## config.mk

```make
export PLATFORM = sky130hd
export DESIGN_NAME = spi_xfer_engine
export DESIGN_NICKNAME = d
export VERILOG_FILES = /design/src/rtl/spi_xfer_pkg.sv /design/src/rtl/spi_seq_ctrl.sv /design/src/rtl/spi_rx_capture.sv /design/src/rtl/spi_xfer_engine.sv
export SDC_FILE = /design/constraint.sdc
export NUM_CORES = 1
export LEC_CHECK = 0
export BUFFER_PORTS_ARGS = -buffer_cell sky130_fd_sc_hd__buf_2
export CORE_AREA = 2 2 120 122
export CTS_CLUSTER_DIAMETER = 120
export CTS_CLUSTER_SIZE = 8
export DETAILED_ROUTE_END_ITERATION = 8
export DIE_AREA = 0 0 122 124
export PLACE_DENSITY_LB_ADDON = 0.25
export SKIP_CTS_REPAIR_TIMING = 1
export SYNTH_ARGS = -nofsm -noshare
export SYNTH_HDL_FRONTEND = slang
export SYNTH_HIERARCHICAL = 1
export SYNTH_SLANG_ARGS = --single-unit
```

## constraint.sdc

```tcl
create_clock -name clk -period 2 [get_ports clk]
set_input_delay 0.1 -clock clk [delete_from_list [all_inputs] [get_ports clk]]
set_output_delay 0.1 -clock clk [all_outputs]
set_load 0.005 [all_outputs]
```

## src/rtl/spi_xfer_pkg.sv

```systemverilog
package spi_xfer_pkg;
  typedef enum logic [1:0] {
    ST_IDLE,
    ST_LOAD,
    ST_RUN,
    ST_DRAIN
  } xfer_state_e;

  localparam logic [3:0] OP_XFER = 4'h0;
endpackage

```

## src/rtl/spi_seq_ctrl.sv

```systemverilog
module spi_seq_ctrl
  import spi_xfer_pkg::*;
#(
  parameter int DATA_WIDTH = 8,
  parameter int DIV        = 1
) (
  input  logic                  clk,
  input  logic                  rst_n,
  input  logic                  cmd_valid,
  output logic                  cmd_ready,
  input  logic [15:0]           cmd_data,
  input  logic                  tx_valid,
  output logic                  tx_ready,
  input  logic [DATA_WIDTH-1:0] tx_data,
  input  logic                  pipe_busy,
  output logic                  en_sdi,
  output logic                  strobe,
  output logic                  strobe_last,
  output logic                  sclk,
  output logic                  cs_n,
  output logic                  sdo
);
  localparam int              BIT_W    = (DATA_WIDTH > 1) ? $clog2(DATA_WIDTH) : 1;
  localparam logic [BIT_W-1:0] LAST_BIT = BIT_W'(DATA_WIDTH - 1);
  localparam logic [7:0]      HALF_END = 8'(DIV);

  xfer_state_e           state_q, state_d;
  logic [7:0]            cnt_q, cnt_d;
  logic                  ph_q, ph_d;
  logic [BIT_W-1:0]      bit_q, bit_d;
  logic [7:0]            words_q, words_d;
  logic [DATA_WIDTH-1:0] tx_q, tx_d;
  logic                  en_sdi_q, en_sdi_d, en_sdo_q, en_sdo_d;
  logic                  cs_n_q, cs_n_d;
  logic                  stb_q, stb_d, stb_last_q, stb_last_d;
  logic                  half_end, is_xfer;
  logic                  unused_cmd_bits;

  assign unused_cmd_bits = ^cmd_data[11:10];
  assign half_end  = (cnt_q == HALF_END);
  assign is_xfer   = (cmd_data[15:12] == OP_XFER);
  assign cmd_ready = (state_q == ST_IDLE);
  assign tx_ready  = (state_q == ST_LOAD) && en_sdo_q;

  always_comb begin
    state_d    = state_q;
    cnt_d      = cnt_q;
    ph_d       = ph_q;
    bit_d      = bit_q;
    words_d    = words_q;
    tx_d       = tx_q;
    en_sdi_d   = en_sdi_q;
    en_sdo_d   = en_sdo_q;
    cs_n_d     = cs_n_q;
    stb_d      = 1'b0;
    stb_last_d = 1'b0;
    unique case (state_q)
      ST_IDLE: begin
        if (cmd_valid && is_xfer) begin
          en_sdi_d = cmd_data[9];
          en_sdo_d = cmd_data[8];
          words_d  = cmd_data[7:0];
          state_d  = ST_LOAD;
        end
      end
      ST_LOAD: begin
        if (!en_sdo_q || tx_valid) begin
          tx_d    = en_sdo_q ? tx_data : '0;
          cnt_d   = '0;
          ph_d    = 1'b0;
          bit_d   = '0;
          cs_n_d  = 1'b0;
          state_d = ST_RUN;
        end
      end
      ST_RUN: begin
        if (half_end) begin
          cnt_d = '0;
          ph_d  = ~ph_q;
          if (!ph_q) begin
            stb_d      = 1'b1;
            stb_last_d = (bit_q == LAST_BIT);
          end else if (bit_q == LAST_BIT) begin
            bit_d = '0;
            if (words_q == 8'd0) begin
              state_d = ST_DRAIN;
            end else begin
              words_d = words_q - 8'd1;
              state_d = ST_LOAD;
            end
          end else begin
            bit_d = bit_q + 1'b1;
            tx_d  = {tx_q[DATA_WIDTH-2:0], 1'b0};
          end
        end else begin
          cnt_d = cnt_q + 8'd1;
        end
      end
      ST_DRAIN: begin
        if (!pipe_busy) begin
          cs_n_d  = 1'b1;
          state_d = ST_IDLE;
        end
      end
      default: state_d = ST_IDLE;
    endcase
  end

  always_ff @(posedge clk or negedge rst_n) begin
    if (!rst_n) begin
      state_q    <= ST_IDLE;
      cnt_q      <= '0;
      ph_q       <= 1'b0;
      bit_q      <= '0;
      words_q    <= '0;
      tx_q       <= '0;
      en_sdi_q   <= 1'b0;
      en_sdo_q   <= 1'b0;
      cs_n_q     <= 1'b1;
      stb_q      <= 1'b0;
      stb_last_q <= 1'b0;
    end else begin
      state_q    <= state_d;
      cnt_q      <= cnt_d;
      ph_q       <= ph_d;
      bit_q      <= bit_d;
      words_q    <= words_d;
      tx_q       <= tx_d;
      en_sdi_q   <= en_sdi_d;
      en_sdo_q   <= en_sdo_d;
      cs_n_q     <= cs_n_d;
      stb_q      <= stb_d;
      stb_last_q <= stb_last_d;
    end
  end

  assign en_sdi      = en_sdi_q;
  assign strobe      = stb_q;
  assign strobe_last = stb_last_q;
  assign sclk        = ph_q;
  assign cs_n        = cs_n_q;
  assign sdo         = tx_q[DATA_WIDTH-1];

  // stored flags move only while idle
  a_r2_flags_hold: assert property (@(posedge clk) disable iff (!rst_n)
    (state_q != ST_IDLE) |=> ($stable(en_sdi_q) && $stable(en_sdo_q)));

  // chip select stays asserted while delayed samples are pending
  a_r9_cs_during_drain: assert property (@(posedge clk) disable iff (!rst_n)
    (state_q == ST_DRAIN && pipe_busy) |=> !cs_n_q);

  // no clock activity outside chip select
  a_r4_sclk_idle_low: assert property (@(posedge clk) disable iff (!rst_n)
    cs_n_q |-> !ph_q);

  // disabled transmit keeps the data line at zero
  a_r7_sdo_silent: assert property (@(posedge clk) disable iff (!rst_n)
    (!en_sdo_q && (state_q == ST_RUN || state_q == ST_DRAIN)) |-> !tx_q[DATA_WIDTH-1]);
endmodule

```

## src/rtl/spi_rx_capture.sv

```systemverilog
module spi_rx_capture #(
  parameter int DATA_WIDTH = 8,
  parameter int NUM_OF_SDI = 2,
  parameter int SDI_DELAY  = 3
) (
  input  logic                             clk,
  input  logic                             rst_n,
  input  logic                             strobe,
  input  logic                             strobe_last,
  input  logic                             en_sdi,
  input  logic [NUM_OF_SDI-1:0]            sdi,
  output logic                             busy,
  output logic                             rx_valid,
  output logic [NUM_OF_SDI*DATA_WIDTH-1:0] rx_data
);
  logic tap_stb, tap_last;
  logic valid_q;

  generate
    if (SDI_DELAY == 0) begin : g_nodly
      assign tap_stb  = strobe;
      assign tap_last = strobe_last;
      assign busy     = 1'b0;
    end else begin : g_dly
      logic [SDI_DELAY-1:0] stb_q, stb_d, last_q, last_d;
      always_comb begin
        stb_d[0]  = strobe;
        last_d[0] = strobe_last;
        for (int i = 1; i < SDI_DELAY; i++) begin
          stb_d[i]  = stb_q[i-1];
          last_d[i] = last_q[i-1];
        end
      end
      always_ff @(posedge clk or negedge rst_n) begin
        if (!rst_n) begin
          stb_q  <= '0;
          last_q <= '0;
        end else begin
          stb_q  <= stb_d;
          last_q <= last_d;
        end
      end
      assign tap_stb  = stb_q[SDI_DELAY-1];
      assign tap_last = last_q[SDI_DELAY-1];
      assign busy     = |stb_q;
    end
  endgenerate

  for (genvar g = 0; g < NUM_OF_SDI; g++) begin : g_line
    logic [DATA_WIDTH-1:0] sh_q, sh_d, word_q;
    assign sh_d = {sh_q[DATA_WIDTH-2:0], sdi[g]};
    always_ff @(posedge clk or negedge rst_n) begin
      if (!rst_n) begin
        sh_q   <= '0;
        word_q <= '0;
      end else begin
        if (tap_stb) sh_q <= sh_d;
        if (tap_stb && tap_last) word_q <= sh_d;
      end
    end
    assign rx_data[g*DATA_WIDTH +: DATA_WIDTH] = word_q;
  end

  always_ff @(posedge clk or negedge rst_n) begin
    if (!rst_n) valid_q <= 1'b0;
    else        valid_q <= tap_stb && tap_last && en_sdi;
  end

  assign rx_valid = valid_q;

  // each completed word gives a single-cycle pulse
  a_r6_valid_pulse: assert property (@(posedge clk) disable iff (!rst_n)
    rx_valid |=> !rx_valid);

  // a delayed sample never lands while the strobe line is empty
  a_r5_tap_from_line: assert property (@(posedge clk) disable iff (!rst_n)
    tap_last |-> tap_stb);
endmodule

```

## src/rtl/spi_xfer_engine.sv

```systemverilog
module spi_xfer_engine #(
  parameter int DATA_WIDTH = 8,
  parameter int NUM_OF_SDI = 2,
  parameter int SDI_DELAY  = 3,
  parameter int DIV        = 1
) (
  input  logic                             clk,
  input  logic                             rst_n,
  input  logic                             cmd_valid,
  output logic                             cmd_ready,
  input  logic [15:0]                      cmd_data,
  input  logic                             tx_valid,
  output logic                             tx_ready,
  input  logic [DATA_WIDTH-1:0]            tx_data,
  output logic                             rx_valid,
  output logic [NUM_OF_SDI*DATA_WIDTH-1:0] rx_data,
  output logic                             spi_sclk,
  output logic                             spi_cs_n,
  output logic                             spi_sdo,
  input  logic [NUM_OF_SDI-1:0]            spi_sdi
);
  logic [1:0] rst_sync_q;
  logic       core_rst_n;
  logic       pipe_busy, en_sdi, strobe, strobe_last;

  always_ff @(posedge clk or negedge rst_n) begin
    if (!rst_n) rst_sync_q <= 2'b00;
    else        rst_sync_q <= {rst_sync_q[0], 1'b1};
  end
  assign core_rst_n = rst_sync_q[1];

  spi_seq_ctrl #(
    .DATA_WIDTH(DATA_WIDTH),
    .DIV       (DIV)
  ) u_ctrl (
    .clk        (clk),
    .rst_n      (core_rst_n),
    .cmd_valid  (cmd_valid),
    .cmd_ready  (cmd_ready),
    .cmd_data   (cmd_data),
    .tx_valid   (tx_valid),
    .tx_ready   (tx_ready),
    .tx_data    (tx_data),
    .pipe_busy  (pipe_busy),
    .en_sdi     (en_sdi),
    .strobe     (strobe),
    .strobe_last(strobe_last),
    .sclk       (spi_sclk),
    .cs_n       (spi_cs_n),
    .sdo        (spi_sdo)
  );

  spi_rx_capture #(
    .DATA_WIDTH(DATA_WIDTH),
    .NUM_OF_SDI(NUM_OF_SDI),
    .SDI_DELAY (SDI_DELAY)
  ) u_capture (
    .clk        (clk),
    .rst_n      (core_rst_n),
    .strobe     (strobe),
    .strobe_last(strobe_last),
    .en_sdi     (en_sdi),
    .sdi        (spi_sdi),
    .busy       (pipe_busy),
    .rx_valid   (rx_valid),
    .rx_data    (rx_data)
  );
endmodule

```

[Yosys cells after proc, flatten, opt, wreduce, memory -nomap -nowiden]
Cells that the tools add are included.
Word-level totals
  register bits: 74
  latch bits: 0
  bits in writable memories: 0
  memory bits (read-only): 0
  input port bits: 30
  word-level logic and storage cells: 96
  memories: 0
Operators by class
  add/sub/neg operators: 3
  multiply operators: 0
  divide/modulo/power cells: 0
  order comparisons: 0
  eq/ne operators: 13
  shift operators: 0
  multiplexer cells: 39
  bitwise gates (word level): 1
  reduce and logical (&&, ||, !) cells: 21
Operators by type and width (count)
  8-bit two-way mux: 12
  8-bit case mux with 2 select lines: 3
  2-bit two-way mux: 7
  3-bit two-way mux: 4
  6-bit AND reduction: 2
  1-bit two-way mux: 9
  8-bit by 1-bit adder with 8-bit output (second input constant): 1
  8-bit by 1-bit == test with 1-bit output (second input constant): 1
  8-bit zero test: 1
  2-bit by 1-bit inequality test with 1-bit output (second input constant): 4
  2-bit inequality test (second input constant): 4
  2-bit case mux with 4 select lines: 1
  8-bit by 1-bit subtractor with 8-bit output (second input constant): 1
  3-bit case mux with 2 select lines: 1
  3-bit AND reduction: 2
  2-bit nonzero test: 3
  5-bit AND reduction: 1
  2-bit == test (second input constant): 2
  1-bit logical AND: 4
  4-bit zero test: 1
  1-bit case mux with 2 select lines: 2
  2-bit AND reduction: 2
  4-bit AND reduction: 1
  3-bit by 1-bit adder with 3-bit output (second input constant): 1
  other kinds (7): 7

[Depth between registers and ports, before layout]
Gate-level depths: netlist of the first run.
  depth in word-level cells: 6
  mapped depth: 7
  gate-level depth less buffers: 6

[Modules after synthesis]
The synthesis of the first run kept the hierarchy.
By module, submodules not included
  spi_seq_ctrl: times used 1, cells an instance 210, area an instance 2011.9 µm², seq. area each 877.1 µm²
  spi_rx_capture: times used 1, cells an instance 73, area an instance 1352.5 µm², seq. area each 925.9 µm²
  spi_xfer_engine: times used 1, cells an instance 3, area an instance 53.8 µm², seq. area each 50.0 µm²

[Least setup slack after synthesis of the first run]
No wires, ideal clock.
  kind: register -> register
  start point: register u_ctrl.words_q[3]
  end point: register u_ctrl.words_q[3]
  library setup time: 0.125 ns
  arrival: 1.847 ns
  required time: 1.875 ns
  slack: 0.028 ns
  cell stages (with the launch flop): 5
  path buffers: 0
  cells stage by stage: dfrtp_1 or4_4 or4_4 nand3_4 mux2_4
Between the ends
  longest elaborated chain between the ends: 6
RTL lines
  start: declaration: line spi_seq_ctrl.sv:31  | logic [7:0] words_q, words_d;
  start signal: assignment: line spi_seq_ctrl.sv:127  | words_q <= words_d;
  8-bit by 1-bit subtractor with 8-bit output: line spi_seq_ctrl.sv:88  | words_d = words_q - 8'd1;
  8-bit two-way mux: line spi_seq_ctrl.sv:85  | if (words_q == 8'd0) begin
  8-bit two-way mux: line spi_seq_ctrl.sv:83  | end else if (bit_q == LAST_BIT) begin
  8-bit two-way mux: line spi_seq_ctrl.sv:80  | if (!ph_q) begin
  8-bit two-way mux: line spi_seq_ctrl.sv:77  | if (half_end) begin
  8-bit case mux with 2 select lines: line spi_seq_ctrl.sv:57  | unique case (state_q)
Several ways; a longest one is shown, not always the timed one. The select of a mux whose other input is x is not followed.
A chain may end at the register's enable or synchronous reset.

[Final worst setup path of the first run]
  start point: register u_ctrl.words_q[5]
  end point: register u_ctrl.words_q[3]
Between the ends
  longest elaborated chain between the ends: 3
RTL lines (line)
  8-bit zero test: spi_seq_ctrl.sv:85
  2-bit inequality test (no line)
  6-bit AND reduction (no line)
No other way between the ends.

==> summary.md, run 1 <==
| Metric | Value |
|---|---|
| Synth top area share | 53.44% |
| Clk pwr share | 51.5% |
| Net Sw Frac | 22.48% |
| Pwr dens | around 750 mW/mm2 |
| Crit Path Class | reg2reg |
| Syn Nets | between 300 and 400 |
| WP data arrival | 2.15 ns |
| Global-route usage over all layers | 10.71% |
| Die Wd | 122 um |
| Number of flops mapped to enable cells by yosys | 0 |
| R2r endpoint | u_ctrl/words_q[3] |
| Synth warn | 6 |
| Synth area leaders | dfrtp_1, mux2_2, mux2_4 |
| Initial Util | 24.92% |
| Most frequent cells in the layout | dfrtp_1, buf_2, mux2_2 |
| CP required | 2.22 ns |
| Mapped Avg Cell Area | 11.95 um2 |
| Most common cell after layout, fill and taps aside | dfrtp_1 |
| I/O pin cnt | 52 |
| Primary FF master, synth | dfrtp_1 |
| Hold depth | 2 |
| DRT iter0 DRCs | between 100 and 150 |
| Area grow syn2layout | 27.16% |
| WHS | -0.001978 ns |
| Final #Nets | 393 |
| Yosys cell types | 52 |
| Core area | 0.01372 mm2 |
| R2R setup slack | 0.07 ns |
| Switching Power | 730.8 uW |
| Critical Path End Type | flop |
| Hold Path Sink | u_ctrl/en_sdi |
| Sequential fraction of the synthesis area | between 50% and 60% |
| Worst slew margin | 50.13% |
| Share of cells above drive strength 1 | 38.12% |
| Reg2reg start | u_ctrl/words_q[5] |
| Synth Instances | 286 |
| Clk slew on worst S/H paths | 0.06 ns |
| Antenna diodes | 0 |
| Largest net degree at the start of global routing | 73 |
| Type of origin of the critical path | flop |
| Initial antenna violation count | 0 |
| RSZ-0062 raised after global routing | no |
| Cell depth of the worst flop-to-flop path | 4 |
| Vias per cell | 4.561 |
| Residual DRC | 0 |
| Die H | about 120 um |
| Slew @ Worst Pin | 0.7480 ns |
| TritonRoute pass-1 iters | 4 |
| Vias in the first global route | 2483 |
| Clk sinks | 74 |
| DPL Wire Length | ~5300 um |
| MaxCap Viol Count | 0 |
| Pleak | 0.002121 uW |
| Worst-path fanout max | 3 |
| Hold path startpoint | cmd_data[9] |
| Final Hold Fails | 1 |
| Area leader, netlist | dfrtp_1 |
| Total number of vias | about 2500 |
| TritonCTS clock tree | done |
| CTS Buf Count | 9 |
| Setup Skew | 0.009959 ns |
| Setup violators final | 0 |
| Failing checks | negative hold slack |
| Clock root buffer | clkbuf_16 |
| Place WS | 0.01243 ns |
| Post-layout min period | 1.927 ns |
| Final Slew Violations | 0 |
| Final setup TNS | 0 ns |
| Int Pwr | 2521 uW |
| Clock Latency Late Sink | roughly 0.34 ns |
| PnR worst setup slack | 0.07331 ns |
| F_max | 519.0 MHz |
| Period utilization | 96.33% |
| Status | complete, but fails checks |
| Total congestion overflow | 0 |
| Hold Crit Class | in2reg |
| Detail Route Antenna Nets | 0 |
| PortBufs | 49 |
| Row Count | 43 |
| H-Tree Depth | 3 |
| Cell Area, Synth | 0.003418 mm2 |
| Routed length per instance | around 14 um |
| Register share of total power | 46.3% |
| Async SR Flop Fraction | 100.0% |
| DRT Wirelength | 7566 um |
| Routability cong. | 0.7820 |
| Combinational share of power | 2.3% |
| First-pass GRT wire length | between 10000 and 15000 um |
| Clock buffer depth | 2 |
| Yosys reg bits | 74 |
| Full die area | 0.01513 mm2 |
| IR drop worst, VDD | 0.5009 mV |
-- routing by layer --
layer / GRT usage [%] / up-vias / wire, um / part of all wire, %
met5: 0 / - / 0 / 0
met4: 2.586 / 0 / 76 / 1.0
met3: 4.029 / 6 / 427 / 5.6
met2: 16.69 / 64 / 3351 / 44
met1: 14.09 / 1220 / 3711 / 49
li1: - / 1182 / - / -
-- sequential cells by signal, indices dropped and copies added, names as in the netlist, 2 cells and up --
register / flops
rst_sync_q: 2
u_capture/g_dly.last_q: 3
u_capture/g_dly.stb_q: 3
u_capture/g_line.sh_q: 14
u_capture/g_line.word_q: 16
u_ctrl/bit_q: 3
u_ctrl/cnt_q: 8
u_ctrl/state_q: 2
u_ctrl/tx_q: 8
u_ctrl/words_q: 8
-- cell families after synthesis --
family	synth area share, %
flops	54.21
simple gates	13.18
buf+inv	3.002
compound gates	10.62
fa+ha+maj	2.196
xor+xnor	0.5125
mux	16.18
other cells	0.1097
-- worst max path at each step --
stage	start	to	slack [ns]	depth (start not counted)
floorplan	u_ctrl/words_q[3]	u_ctrl/words_q[3]	0.03	4
global placement	u_ctrl/words_q[5]	u_ctrl/words_q[3]	0.03	4
detailed placement	u_ctrl/words_q[5]	u_ctrl/words_q[3]	0.01	4
CTS	u_ctrl/words_q[5]	u_ctrl/words_q[3]	0.01	4
global route	u_ctrl/state_q[1]	u_ctrl/cnt_q[2]	0.01	5
finish	u_ctrl/words_q[5]	u_ctrl/words_q[3]	0.07	4
-- worst max-delay path, stage by stage (launching register included) --
cell and delay, ns:
dfrtp_1 0.40, or4_4 0.56, or4_4 0.46, nand3_4 0.11, mux2_4 0.29
-- Yosys cell counts (2+ instances only) --
master / count
or4_4: 2
o31ai_1: 3
nand3_1: 15
nand2_1: 20
nand2b_1: 5
nor4_1: 4
xnor2_1: 2
buf_6: 2
o21ai_0: 13
a22o_1: 2
mux2i_1: 5
and2_1: 2
and3_1: 3
inv_1: 10
nand4_1: 2
dfrtp_1: 73
a31oi_1: 5
buf_1: 3
a22oi_1: 3
mux2_4: 11
buf_2: 4
a32o_1: 2
o22ai_1: 2
mux2_2: 30
nand3b_1: 3
a21oi_1: 13
nor3_1: 2
nor3b_1: 3
nor2_1: 11
clkbuf_1: 3
ha_1: 6
nor2b_1: 2
-- power groups by stage --
stage	Sequential [uW]	Combinational, uW	Clock (uW)
floorplan	1550	6.08	0
global placement	1530	72.0	0
detailed placement	1530	73.4	0
CTS	1500	73.7	1740
global route	1500	85.4	1810
finish	1500	73.5	1670
-- per-stage QoR --
stage               power, uW  cells  utilization [%]  instance area, um2
global route             3395    542            31.68                4347
finish                   3251    542            31.68                4347
detailed placement       1605    524            29.30                4020
CTS                      3314    540            31.54                4327
floorplan                1558    286                -                3420
global placement         1604    524            29.30                4020
-- final cells by class --
type                            instances  area, um2
Clock buffer                            9      225.2
Clock inverter                          7      81.33
Fill cell                            1430       9373
Inverter                               10      37.54
Multi-Input combinational cell        190       1463
Sequential cell                        74       1854
Tap cell                              180      225.2
Timing Repair Buffer                   72      460.4
Note: power is estimated with default switching activity, not from simulation.
==> run 2: changes to the inputs <==
--- a/config.mk
+++ b/config.mk
@@ -12,6 +12,7 @@
 export DETAILED_ROUTE_END_ITERATION = 8
 export DIE_AREA = 0 0 122 124
 export PLACE_DENSITY_LB_ADDON = 0.25
+export RECOVER_POWER = 25
 export SKIP_CTS_REPAIR_TIMING = 1
 export SYNTH_ARGS = -nofsm -noshare
 export SYNTH_HDL_FRONTEND = slang
==> run 2 against run 1 <==
- the flow still finishes with violations (negative hold slack)
- die area is the same
- maximum frequency is the same
- flip-flop and latch count is the same
- via count is essentially flat
- clock skew is the same
- global-route usage is the same
- routed wire length is essentially flat
- first-iteration DRC count is the same
- setup slack is the same
- register-to-register slack is essentially flat
- combinational power shrank 4.4%
- largest power group unchanged
==> summary.md, run 2 (synthesized netlist as in run 1, its figures left out) <==
| Metric | Value |
|---|---|
| Clk pwr share | 51.5% |
| Largest net degree at the start of global routing | 73 |
| Hold Crit Class | in2reg |
| CP top delay family | simple AND/OR/NAND/NOR gates |
| Buf+Inv Stages, Crit Path | 0 |
| Setup violators final | 0 |
| Initial Util | 24.92% |
| Clock Latency Late Sink | 0.34 ns |
| Area grow syn2layout | 26.76% |
| Final Slew Violations | 0 |
| Full die area | 0.01513 mm2 |
| Detail Route Antenna Nets | 0 |
| Setup Skew | 0.009959 ns |
| Crit-path cells | or4_4 > or4_4 > nand3_4 > mux2_4 |
| Register share of total power | 46.3% |
| Switching Power | 730.2 uW |
| DRT Wirelength | between 7000 and 8000 um |
| Routed length per instance | around 14 um |
| Failing checks | negative hold slack |
| TritonCTS clock tree | done |
| Net Sw Frac | 22.48% |
| Pleak | roughly 0.0021 uW |
| GR Util met1 | roughly 14% |
| Slew @ Worst Pin | 1.015 ns |
| WHS | -0.001978 ns |
| Most common cell after layout, fill and taps aside | dfrtp_1 |
| Most frequent cells in the layout | dfrtp_1, buf_2, mux2_2 |
| Vias per cell | 4.563 |
| Share of cells above drive strength 1 | 37.85% |
| Core area | 0.01372 mm2 |
| Routability cong. | 0.7820 |
| Total number of vias | 2473 |
| Type of origin of the critical path | flop |
| Busiest grt layer | met2 |
| TritonRoute pass-1 iters | 4 |
| Die Wd | about 120 um |
| Post-route insts no fill | 542 |
| Biggest regs | u_capture/g_line.word_q x16, u_capture/g_line.sh_q x14 |
| Total congestion overflow | 0 |
| CP required | 2.22 ns |
| Pwr dens | 749.5 mW/mm2 |
| First-pass GRT wire length | between 10000 and 15000 um |
| DPL Wire Length | between 5000 and 6000 um |
| Post-layout min period | 1.927 ns |
| WP data arrival | between 2 and 2.5 ns |
| Crit Path Class | reg2reg |
| MaxCap Viol Count | 0 |
| Die H | 124 um |
| Worst slew margin | 32.34% |
| H-Tree Depth | 3 |
| Most common cell on crit path | or4_4 |
| Vias in the first global route | 2483 |
| Top reg by flops | u_capture/g_line.word_q |
| Final #Nets | 393 |
| Critical Path End Type | flop |
| PortBufs | approximately 50 |
| Met2 Use GR | 16.69% |
| Worst path max stage delay | 0.56 ns |
| I/O pin cnt | 52 |
| RSZ-0062 raised after global routing | no |
| F_max | 519.0 MHz |
| DRT iter0 DRCs | about 100 |
| Residual DRC | 0 |
| Period utilization | between 90% and 100% |
| Final setup TNS | 0 ns |
| Worst path slowest cell | or4_4 |
| CTS Buf Count | 9 |
| Global-route usage over all layers | between 10% and 20% |
| Filler instances | 1432 |
| Initial antenna violation count | 0 |
| Antenna diodes | 0 |
| Max FFs per register | 16 |
| Status | complete, but fails checks |
| Combinational share of power | 2.2% |
| Clock root buffer | clkbuf_16 |
| Int Pwr | 2517 uW |
| Placed cell count | 524 |
| IR drop worst, VDD | 0.5009 mV |
| Clock buffer depth | 2 |
| M3 GR Usage | 4.029% |
| Final Hold Fails | 1 |
| Clk slew on worst S/H paths | 0.06 ns |
| Row Count | 43 |
| Worst-path fanout max | 3 |
| Clk sinks | 74 |
-- run 2: changes by cell type in the layout (fill, tap and decap cells not counted) --
cell      before  now
clkbuf_1       0    1
clkbuf_4       0    1
buf_12         3    2
buf_2         49   48
-- run 2: path summary, 6_finish.rpt --
check                                        from                  endpoint  slack [ns]  depth (start not counted)
worst max-delay path            u_ctrl/words_q[5]         u_ctrl/words_q[3]        0.07                          4
worst min-delay path                  cmd_data[9]             u_ctrl/en_sdi      -0.002                          2
worst max register to register  u_ctrl/words_q[5]         u_ctrl/words_q[3]        0.07                          4
worst min register to register      u_ctrl/strobe  u_capture/g_dly.stb_q[0]        0.35                          0
max in group asynchronous           rst_sync_q[1]            u_ctrl/tx_q[1]        0.80                          1
min in group asynchronous                   rst_n             rst_sync_q[0]        0.08                          2
-- run 2: layout make-up --
type / count / area, um2 / share of cell area (%)
flip-flops and latches: 74 / 1854 / 42.80
multi-input cells: 190 / 1463 / 33.76
repair buffers: 72 / 446.7 / 10.31
clock buffers: 9 / 225.2 / 5.198
well taps: 180 / 225.2 / 5.198
clock inverters: 7 / 81.33 / 1.877
inverters: 10 / 37.54 / 0.8663
-- run 2: routing by layer --
layer,share of wire (%),wire length (um),up-vias
li1,-,-,1182
met1,49,3711,1221
met2,44,3352,64
met5,0,0,-
met4,1.0,76,0
met3,5.6,427,6
-- run 2: power by group through the flow --
stage	combinational, uW	sequential (uW)	clock (uW)
3_5_place_dp	73.4	1530	0
3_3_place_gp	72.0	1530	0
5_1_grt	82.0	1500	1810
6_report	70.3	1500	1670
4_1_cts	73.7	1500	1740
2_1_floorplan	6.08	1550	0
-- run 2: stage by stage --
stage	setup WS, ns	utilization [%]	cell area (um2)	total power, uW
after floorplan	0.02840	-	3420	1558
after global placement	0.03133	29.30	4020	1604
after detailed placement	0.01243	29.30	4020	1605
after CTS	0.01044	31.54	4327	3314
after global routing	0.01333	31.58	4333	3391
final	0.07331	31.58	4333	3248
